===== src/rtl/uart_pkg.sv =====
package uart_pkg;
    localparam int DW  = 8;
    localparam int OSR = 16;

    localparam int C_TEIE = 0;
    localparam int C_TCIE = 1;
    localparam int C_RIE  = 2;
    localparam int C_TXE  = 3;
    localparam int C_RXE  = 4;
    localparam int C_PEN  = 5;

    localparam logic [1:0] A_CTRL = 2'd0;
    localparam logic [1:0] A_STAT = 2'd1;
    localparam logic [1:0] A_TXD  = 2'd2;
    localparam logic [1:0] A_RXD  = 2'd3;

    function automatic logic vote3(input logic a, input logic b, input logic c);
        return (a & b) | (a & c) | (b & c);
    endfunction
endpackage


===== src/rtl/uart_tx.sv =====
module uart_tx
    import uart_pkg::*;
#(
    parameter int W = DW,
    parameter int R = OSR
) (
    input  logic         clk,
    input  logic         rst_n,
    input  logic         en,
    input  logic         tick,
    input  logic         par_en,
    input  logic         load,
    input  logic [W-1:0] din,
    output logic         txd,
    output logic         busy,
    output logic         done
);
    localparam int SW = $clog2(R);
    localparam int CW = $clog2(W + 4);
    localparam logic [SW-1:0] SUB_END  = SW'(R - 1);
    localparam logic [CW-1:0] LAST_PAR = CW'(W + 2);
    localparam logic [CW-1:0] LAST_NOP = CW'(W + 1);

    typedef struct packed {
        logic          busy;
        logic [SW-1:0] sub;
        logic [CW-1:0] idx;
        logic [W+2:0]  sh;
        logic          txd;
    } tx_state_t;

    tx_state_t q, d;
    logic [CW-1:0] last_idx;

    always_comb begin
        d        = q;
        done     = 1'b0;
        last_idx = par_en ? LAST_PAR : LAST_NOP;
        if (!en) begin
            d.busy = 1'b0;
            d.sub  = '0;
            d.idx  = '0;
            d.txd  = 1'b1;
        end else if (!q.busy) begin
            if (load) begin
                d.busy = 1'b1;
                d.sub  = '0;
                d.idx  = '0;
                d.sh   = {1'b1, (par_en ? ^din : 1'b1), din, 1'b0};
                d.txd  = 1'b0;
            end
        end else if (tick) begin
            if (q.sub == SUB_END) begin
                d.sub = '0;
                if (q.idx == last_idx) begin
                    d.busy = 1'b0;
                    d.txd  = 1'b1;
                    done   = 1'b1;
                end else begin
                    d.idx = q.idx + 1'b1;
                    d.sh  = {1'b1, q.sh[W+2:1]};
                    d.txd = q.sh[1];
                end
            end else begin
                d.sub = q.sub + 1'b1;
            end
        end
    end

    always_ff @(posedge clk) begin
        if (!rst_n) begin
            q.busy <= 1'b0;
            q.sub  <= '0;
            q.idx  <= '0;
            q.sh   <= '1;
            q.txd  <= 1'b1;
        end else begin
            q <= d;
        end
    end

    assign txd  = q.txd;
    assign busy = q.busy;

    AST_TX_IDLE_HIGH: assert property (@(posedge clk) disable iff (!rst_n)
        !q.busy |-> q.txd);
endmodule


===== src/rtl/uart_rx.sv =====
module uart_rx
    import uart_pkg::*;
#(
    parameter int W = DW,
    parameter int R = OSR
) (
    input  logic         clk,
    input  logic         rst_n,
    input  logic         en,
    input  logic         tick,
    input  logic         par_en,
    input  logic         rxd,
    output logic         done,
    output logic [W-1:0] dout,
    output logic         perr,
    output logic         ferr
);
    localparam int SW = $clog2(R);
    localparam int CW = $clog2(W + 4);
    localparam logic [SW-1:0] SUB_END = SW'(R - 1);
    localparam logic [SW-1:0] SMP_C   = SW'(R / 2);
    localparam logic [SW-1:0] SMP_B   = SW'(R / 2 - 1);
    localparam logic [SW-1:0] SMP_A   = SW'(R / 2 - 2);
    localparam logic [CW-1:0] IDX_PAR = CW'(W + 1);
    localparam logic [CW-1:0] IDX_DAT = CW'(W);

    typedef struct packed {
        logic [1:0]    sy;
        logic          busy;
        logic [SW-1:0] sub;
        logic [CW-1:0] idx;
        logic          va;
        logic          vb;
        logic [W-1:0]  sh;
        logic          pbit;
        logic          done;
        logic [W-1:0]  dout;
        logic          perr;
        logic          ferr;
    } rx_state_t;

    rx_state_t q, d;
    logic line, bitv;

    always_comb begin
        d      = q;
        d.done = 1'b0;
        d.sy   = {q.sy[0], rxd};
        line   = q.sy[1];
        bitv   = vote3(q.va, q.vb, line);
        if (!en) begin
            d.busy = 1'b0;
            d.sub  = '0;
            d.idx  = '0;
        end else if (tick) begin
            if (!q.busy) begin
                if (!line) begin
                    d.busy = 1'b1;
                    d.sub  = '0;
                    d.idx  = '0;
                end
            end else begin
                if (q.sub == SUB_END) begin
                    d.sub = '0;
                    d.idx = q.idx + 1'b1;
                end else begin
                    d.sub = q.sub + 1'b1;
                end
                if (q.sub == SMP_A) d.va = line;
                if (q.sub == SMP_B) d.vb = line;
                if (q.sub == SMP_C) begin
                    if (q.idx == '0) begin
                        if (bitv) d.busy = 1'b0;
                    end else if (q.idx <= IDX_DAT) begin
                        d.sh = {bitv, q.sh[W-1:1]};
                    end else if (par_en && q.idx == IDX_PAR) begin
                        d.pbit = bitv;
                    end else begin
                        d.busy = 1'b0;
                        d.done = 1'b1;
                        d.dout = q.sh;
                        d.perr = par_en && (q.pbit != ^q.sh);
                        d.ferr = !bitv;
                    end
                end
            end
        end
    end

    always_ff @(posedge clk) begin
        if (!rst_n) begin
            q    <= '0;
            q.sy <= 2'b11;
        end else begin
            q <= d;
        end
    end

    assign done = q.done;
    assign dout = q.dout;
    assign perr = q.perr;
    assign ferr = q.ferr;
endmodule


===== src/rtl/uart_core.sv =====
module uart_core
    import uart_pkg::*;
(
    input  logic          clk,
    input  logic          rst_n,
    input  logic          tick16,
    input  logic          bus_wr,
    input  logic          bus_rd,
    input  logic [1:0]    bus_addr,
    input  logic [7:0]    bus_wdata,
    output logic [7:0]    bus_rdata,
    input  logic          rxd,
    output logic          txd,
    output logic          irq_rx,
    output logic          irq_txdone,
    output logic          irq_txempty
);
    typedef struct packed {
        logic [7:0]    ctrl;
        logic          tdre;
        logic          tcpl;
        logic          rdrf;
        logic          fer;
        logic          ove;
        logic          per;
        logic [DW-1:0] rdr;
        logic [DW-1:0] tdr;
        logic          irq_rx;
        logic          irq_tc;
        logic          irq_te;
    } core_state_t;

    core_state_t q, d;
    logic          tx_busy, tx_done, tx_load;
    logic          rx_done, rx_perr, rx_ferr;
    logic [DW-1:0] rx_dout;
    logic          wr_ctrl, wr_stat, wr_tdr, rd_rdr;

    always_comb begin
        wr_ctrl = bus_wr && bus_addr == A_CTRL;
        wr_stat = bus_wr && bus_addr == A_STAT;
        wr_tdr  = bus_wr && bus_addr == A_TXD;
        rd_rdr  = bus_rd && bus_addr == A_RXD;
        tx_load = q.ctrl[C_TXE] && !tx_busy && !q.tdre;

        d = q;
        if (tx_load) d.tdre = 1'b1;
        if (tx_done && q.tdre) d.tcpl = 1'b1;
        if (wr_tdr) begin
            d.tdr  = bus_wdata;
            d.tdre = 1'b0;
            d.tcpl = 1'b0;
        end
        if (wr_ctrl) begin
            d.ctrl = bus_wdata;
            if (q.ctrl[C_TXE] && !bus_wdata[C_TXE]) begin
                d.tdre = 1'b1;
                d.tcpl = 1'b1;
            end
        end
        if (rd_rdr) d.rdrf = 1'b0;
        if (rx_done && q.ctrl[C_RXE]) begin
            if (q.rdrf) begin
                d.ove = 1'b1;
            end else begin
                d.rdr  = rx_dout;
                d.rdrf = 1'b1;
                d.per  = q.per | rx_perr;
                d.fer  = q.fer | rx_ferr;
            end
        end
        if (wr_stat && bus_wdata[7]) begin
            d.per = 1'b0;
            d.ove = 1'b0;
            d.fer = 1'b0;
        end
        d.irq_rx = q.ctrl[C_RIE] && (q.rdrf || q.per || q.ove || q.fer);
        d.irq_tc = q.ctrl[C_TCIE] && q.tcpl;
        d.irq_te = q.ctrl[C_TEIE] && q.tdre;

        case (bus_addr)
            A_CTRL:  bus_rdata = q.ctrl;
            A_STAT:  bus_rdata = {2'b00, q.per, q.ove, q.fer, q.rdrf, q.tcpl, q.tdre};
            A_TXD:   bus_rdata = q.tdr;
            default: bus_rdata = q.rdr;
        endcase
    end

    always_ff @(posedge clk) begin
        if (!rst_n) begin
            q      <= '0;
            q.tdre <= 1'b1;
        end else begin
            q <= d;
        end
    end

    uart_tx #(.W(DW), .R(OSR)) u_tx (
        .clk(clk), .rst_n(rst_n), .en(q.ctrl[C_TXE]), .tick(tick16),
        .par_en(q.ctrl[C_PEN]), .load(tx_load), .din(q.tdr),
        .txd(txd), .busy(tx_busy), .done(tx_done)
    );

    uart_rx #(.W(DW), .R(OSR)) u_rx (
        .clk(clk), .rst_n(rst_n), .en(q.ctrl[C_RXE]), .tick(tick16),
        .par_en(q.ctrl[C_PEN]), .rxd(rxd), .done(rx_done), .dout(rx_dout),
        .perr(rx_perr), .ferr(rx_ferr)
    );

    assign irq_rx      = q.irq_rx;
    assign irq_txdone  = q.irq_tc;
    assign irq_txempty = q.irq_te;

    AST_TXD_IDLE_AFTER_ABORT: assert property (@(posedge clk) disable iff (!rst_n)
        $fell(q.ctrl[C_TXE]) |=> txd);
    AST_TX_ABORT_FLAGS: assert property (@(posedge clk) disable iff (!rst_n)
        $fell(q.ctrl[C_TXE]) |-> (q.tdre && q.tcpl));
    AST_RX_OFF_HOLDS_DATA: assert property (@(posedge clk) disable iff (!rst_n)
        !q.ctrl[C_RXE] |=> $stable(q.rdr));
    AST_OVERRUN_KEEPS_OLD: assert property (@(posedge clk) disable iff (!rst_n)
        (rx_done && q.ctrl[C_RXE] && q.rdrf) |=> (q.ove && $stable(q.rdr)));
    AST_RX_IRQ: assert property (@(posedge clk) disable iff (!rst_n)
        (q.ctrl[C_RIE] && q.rdrf) |=> irq_rx);
    AST_TE_IRQ: assert property (@(posedge clk) disable iff (!rst_n)
        (q.ctrl[C_TEIE] && q.tdre) |=> irq_txempty);
endmodule


===== config.mk =====
export PLATFORM = sky130hd
export DESIGN_NAME = uart_core
export DESIGN_NICKNAME = d
export VERILOG_FILES = /design/src/rtl/uart_pkg.sv /design/src/rtl/uart_tx.sv /design/src/rtl/uart_rx.sv /design/src/rtl/uart_core.sv
export SDC_FILE = /design/constraint.sdc
export NUM_CORES = 1
export LEC_CHECK = 0
export BUFFER_PORTS_ARGS = -buffer_cell sky130_fd_sc_hd__buf_2
export CAP_MARGIN = 20
export CORE_UTILIZATION = 35
export CTS_CLUSTER_DIAMETER = 40
export DETAILED_ROUTE_END_ITERATION = 10
export GPL_ROUTABILITY_DRIVEN = 0
export PLACE_DENSITY = 0.6
export SLEW_MARGIN = 5
export SYNTH_ARGS = -nofsm -noshare
export SYNTH_HDL_FRONTEND = slang
export SYNTH_SLANG_ARGS = --single-unit

===== constraint.sdc =====
create_clock -name clk -period 2.84 [get_ports clk]
set_clock_uncertainty 0.05 [all_clocks]
set_input_delay 0.568 -clock clk [delete_from_list [all_inputs] [get_ports clk]]
set_output_delay 0.568 -clock clk [all_outputs]
set_load 0.03 [all_outputs]

==> metrics.cfg <==
[synth]
syn_avg_cell_area_sq_um=9.56
synth_fa_ha_area_frac=0.0279
yosys.area_share.simple=0.210
synth_xor_area_frac=0.0479
synth_nets=437
seq_area_frac_synth=0.436
yosys_warnings=0
synthDistinctLibCells=58
yosys_register_bits=86
synth_compound_area_frac=0.134
synthArstFlopShare=0
synthMuxAreaShare=0.115
netlist_area_sq_um=3950
syn_inst=413
synth_enable_flop_cells=0
synth_flop_cell=dfxtp_1
synth_top_family_by_area=simple AND/OR/NAND/NOR gates

[clock_tree]
cts_hold_buffers=0
cts_made_buffers=9
clk_pin_slew_ps=60
clockBufferDepth=2
postCtsSetupBuffers=0
cts_resized=0
insertion_delay_ps=330
cts_sinks=86
cts-root-buf=clkbuf_16
cts_tree=yes
ctsHtreeMaxLevel=3

[floorplanning]
die_y_um=108
die_area_sq_um=11700
rows=38
core-area_sq_um=10900
io_pins=28
start_util=0.361
die_w_um=108

[critical_path]
regToRegSetupSlack_ps=740
start_kind=input port
crit_type=in -> out
rr_startpoint=u_rx.q[30]
critPathRequiredTime_ps=2220
reg2reg_depth=5
r2r-end=u_rx.q[17]
cp_data_arrival_time_ps=1630
critical_path.max_fanout=12
endpoint_kind=primary output

[global_routing]
grt_use_total=0.157
grt_pass1_vias=3001
grt_pass1_wl_um=14200
grt_max_degree=40
antenna_found_initial=0
grt_overflow=0

[status]
outcome=finished, final reports clean

[route]
wl_per_cell_um=14.3
dr.first_iter.drc_count=198
via_count=2985
drc=0
antenna_left=0
viasPerCell=5.11
drt_wl_total_um=8380
drt_first_pass_iters=4

[power_and_ir_drop]
combinationalPowerShare=0.043
switching_share=0.215
ir_drop_v=0.000293
p_leak_uw=0.00171
clockPowerShare=0.491
p_sw_uw=564
p_int_uw=2060
p_seq_frac=0.467
total_power_uw=2630
powerDensity_nw_per_um2=578

[finish]
seqCellArea_sq_um=1720
fin_cells=584
fill_cells=1083
multiInputGateArea_sq_um=2110
nets=463
num_antenna_cells=0
syn_to_final_growth_pct=15.3
layout-drive-gt1-share=0.155

[timing]
period_minus_slack_ps=2250
relSlewSlack=0.586
period_share=0.793
setup-tns-final_ps=0
hold_violations=0
fmax_mhz=444
report.final.slew_viol_count=0
setup_viol=0
tightest_slew_ps=619
rsz0062_at_grt=no
setup_ws_ps=589

[flow_run]
drv_cap=0

[min_path]
hold_class=reg -> reg
worstHoldEndpoint=u_rx.line
worstHoldPathCells=1
hold_path.startpoint=u_rx.d[32]

[placed_design]
place_ws_ps=537
port_buffers=27
placedCellCount=568
dpl.hpwl_um=6050

[power groups by stage]
stage	Combinational (uW)	Sequential [uW]	Clock (uW)
final	112	1230	1290
after floorplan	75.5	1250	0
after CTS	113	1230	1320
after global routing	122	1230	1370
after global placement	112	1250	0
after detailed placement	113	1250	0
[layout by cell type, fill, tap and decap left out, types with 2 or more instances in the layout]
cell type | netlist | final
a22oi_1 | 13 | 13
clkinvlp_4 | 0 | 2
ha_1 | 8 | 8
xor2_1 | 5 | 5
clkbuf_16 | 0 | 9
nand4_1 | 4 | 4
nor2b_1 | 28 | 28
inv_1 | 7 | 7
o21ai_0 | 7 | 7
xnor2_1 | 14 | 14
and2_1 | 2 | 2
nand3b_1 | 3 | 3
mux2i_1 | 28 | 28
a21boi_0 | 20 | 20
and3_1 | 3 | 3
nand2_1 | 50 | 50
nand3_1 | 12 | 12
buf_2 | 3 | 27
or2_2 | 3 | 3
buf_4 | 2 | 7
a22o_1 | 2 | 2
a2bb2oi_1 | 8 | 8
a21oi_1 | 12 | 12
dfxtp_1 | 86 | 86
mux2_2 | 3 | 3
nor2_1 | 31 | 31
nor3_1 | 7 | 7
mux4_2 | 5 | 5
bufinv_16 | 0 | 2
nand2b_1 | 5 | 5
[final cells by class]
class	instances	share of cell area
multi-input cells	301	0.463
flip-flops and latches	86	0.378
clock buffers	10	0.0525
repair buffers	34	0.0412
well taps	140	0.0385
clock inverters	6	0.0203
inverters	7	0.00577
[layer usage]
metal,GRT usage,wire (um),part of all wire,vias to the layer above
met5,0,0,0,-
met4,0.0636,110,0.013,0
met3,0.0289,273,0.033,11
met2,0.264,3950,0.47,45
met1,0.198,4040,0.48,1430
li1,-,-,-,1499
[stage by stage]
| stage | hold WS (ps) | util | instance area, sq um |
|---|---|---|---|
| 4_1_cts | 355 | 0.416 | 4550 |
| 3_5_place_dp | 343 | 0.386 | 4220 |
| 6_report | 358 | 0.416 | 4550 |
| 3_3_place_gp | 345 | 0.386 | 4220 |
| 2_1_floorplan | 336 | - | 3950 |
| 5_1_grt | 365 | 0.416 | 4550 |
[sequential cells by signal (all words and copies together) (netlist names), 8 cells and up]
register,flops
u_rx.dout,8
u_tx.q,18
u_rx.q,20
q,30
[cell families after synthesis]
logic type / after synthesis
and+or+nand+nor: 163
DFF: 86
adders and majority gates: 9
xor gates and xnor gates: 20
buffers and inverters: 26
muxes: 37
AOI/OAI and AO/OA: 72
[critical path: stages]
cell	delay, ps
buf_2	280
mux4_1	590
buf_2	190
[worst max-delay path by stage]
stage	from	to	slack, ps	depth (start not counted)
after floorplan	bus_addr[1]	bus_rdata[3]	500	2
after global placement	tick16	u_rx.q[16]	580	6
after detailed placement	tick16	u_rx.q[17]	540	6
after CTS	bus_addr[1]	bus_rdata[3]	570	3
after global routing	bus_addr[1]	bus_rdata[3]	530	3
final	bus_addr[1]	bus_rdata[3]	590	3
[synth_stat cells (4+ instances only)]
library cell | instances | share of area
nand2b_1 | 5 | 0.0079
a21oi_1 | 12 | 0.015
nand2_1 | 50 | 0.048
o21ai_0 | 7 | 0.0089
a21boi_0 | 20 | 0.038
nor2b_1 | 28 | 0.044
mux2i_1 | 28 | 0.071
a2bb2oi_1 | 8 | 0.018
nand3_1 | 12 | 0.015
nor2_1 | 31 | 0.029
nand4_1 | 4 | 0.0063
xnor2_1 | 14 | 0.031
xor2_1 | 5 | 0.011
a22oi_1 | 13 | 0.025
nor3_1 | 7 | 0.0089
clkbuf_1 | 12 | 0.011
ha_1 | 8 | 0.025
mux4_2 | 5 | 0.029
inv_1 | 7 | 0.0067
dfxtp_1 | 86 | 0.44
(Power assumes the default switching activity.)
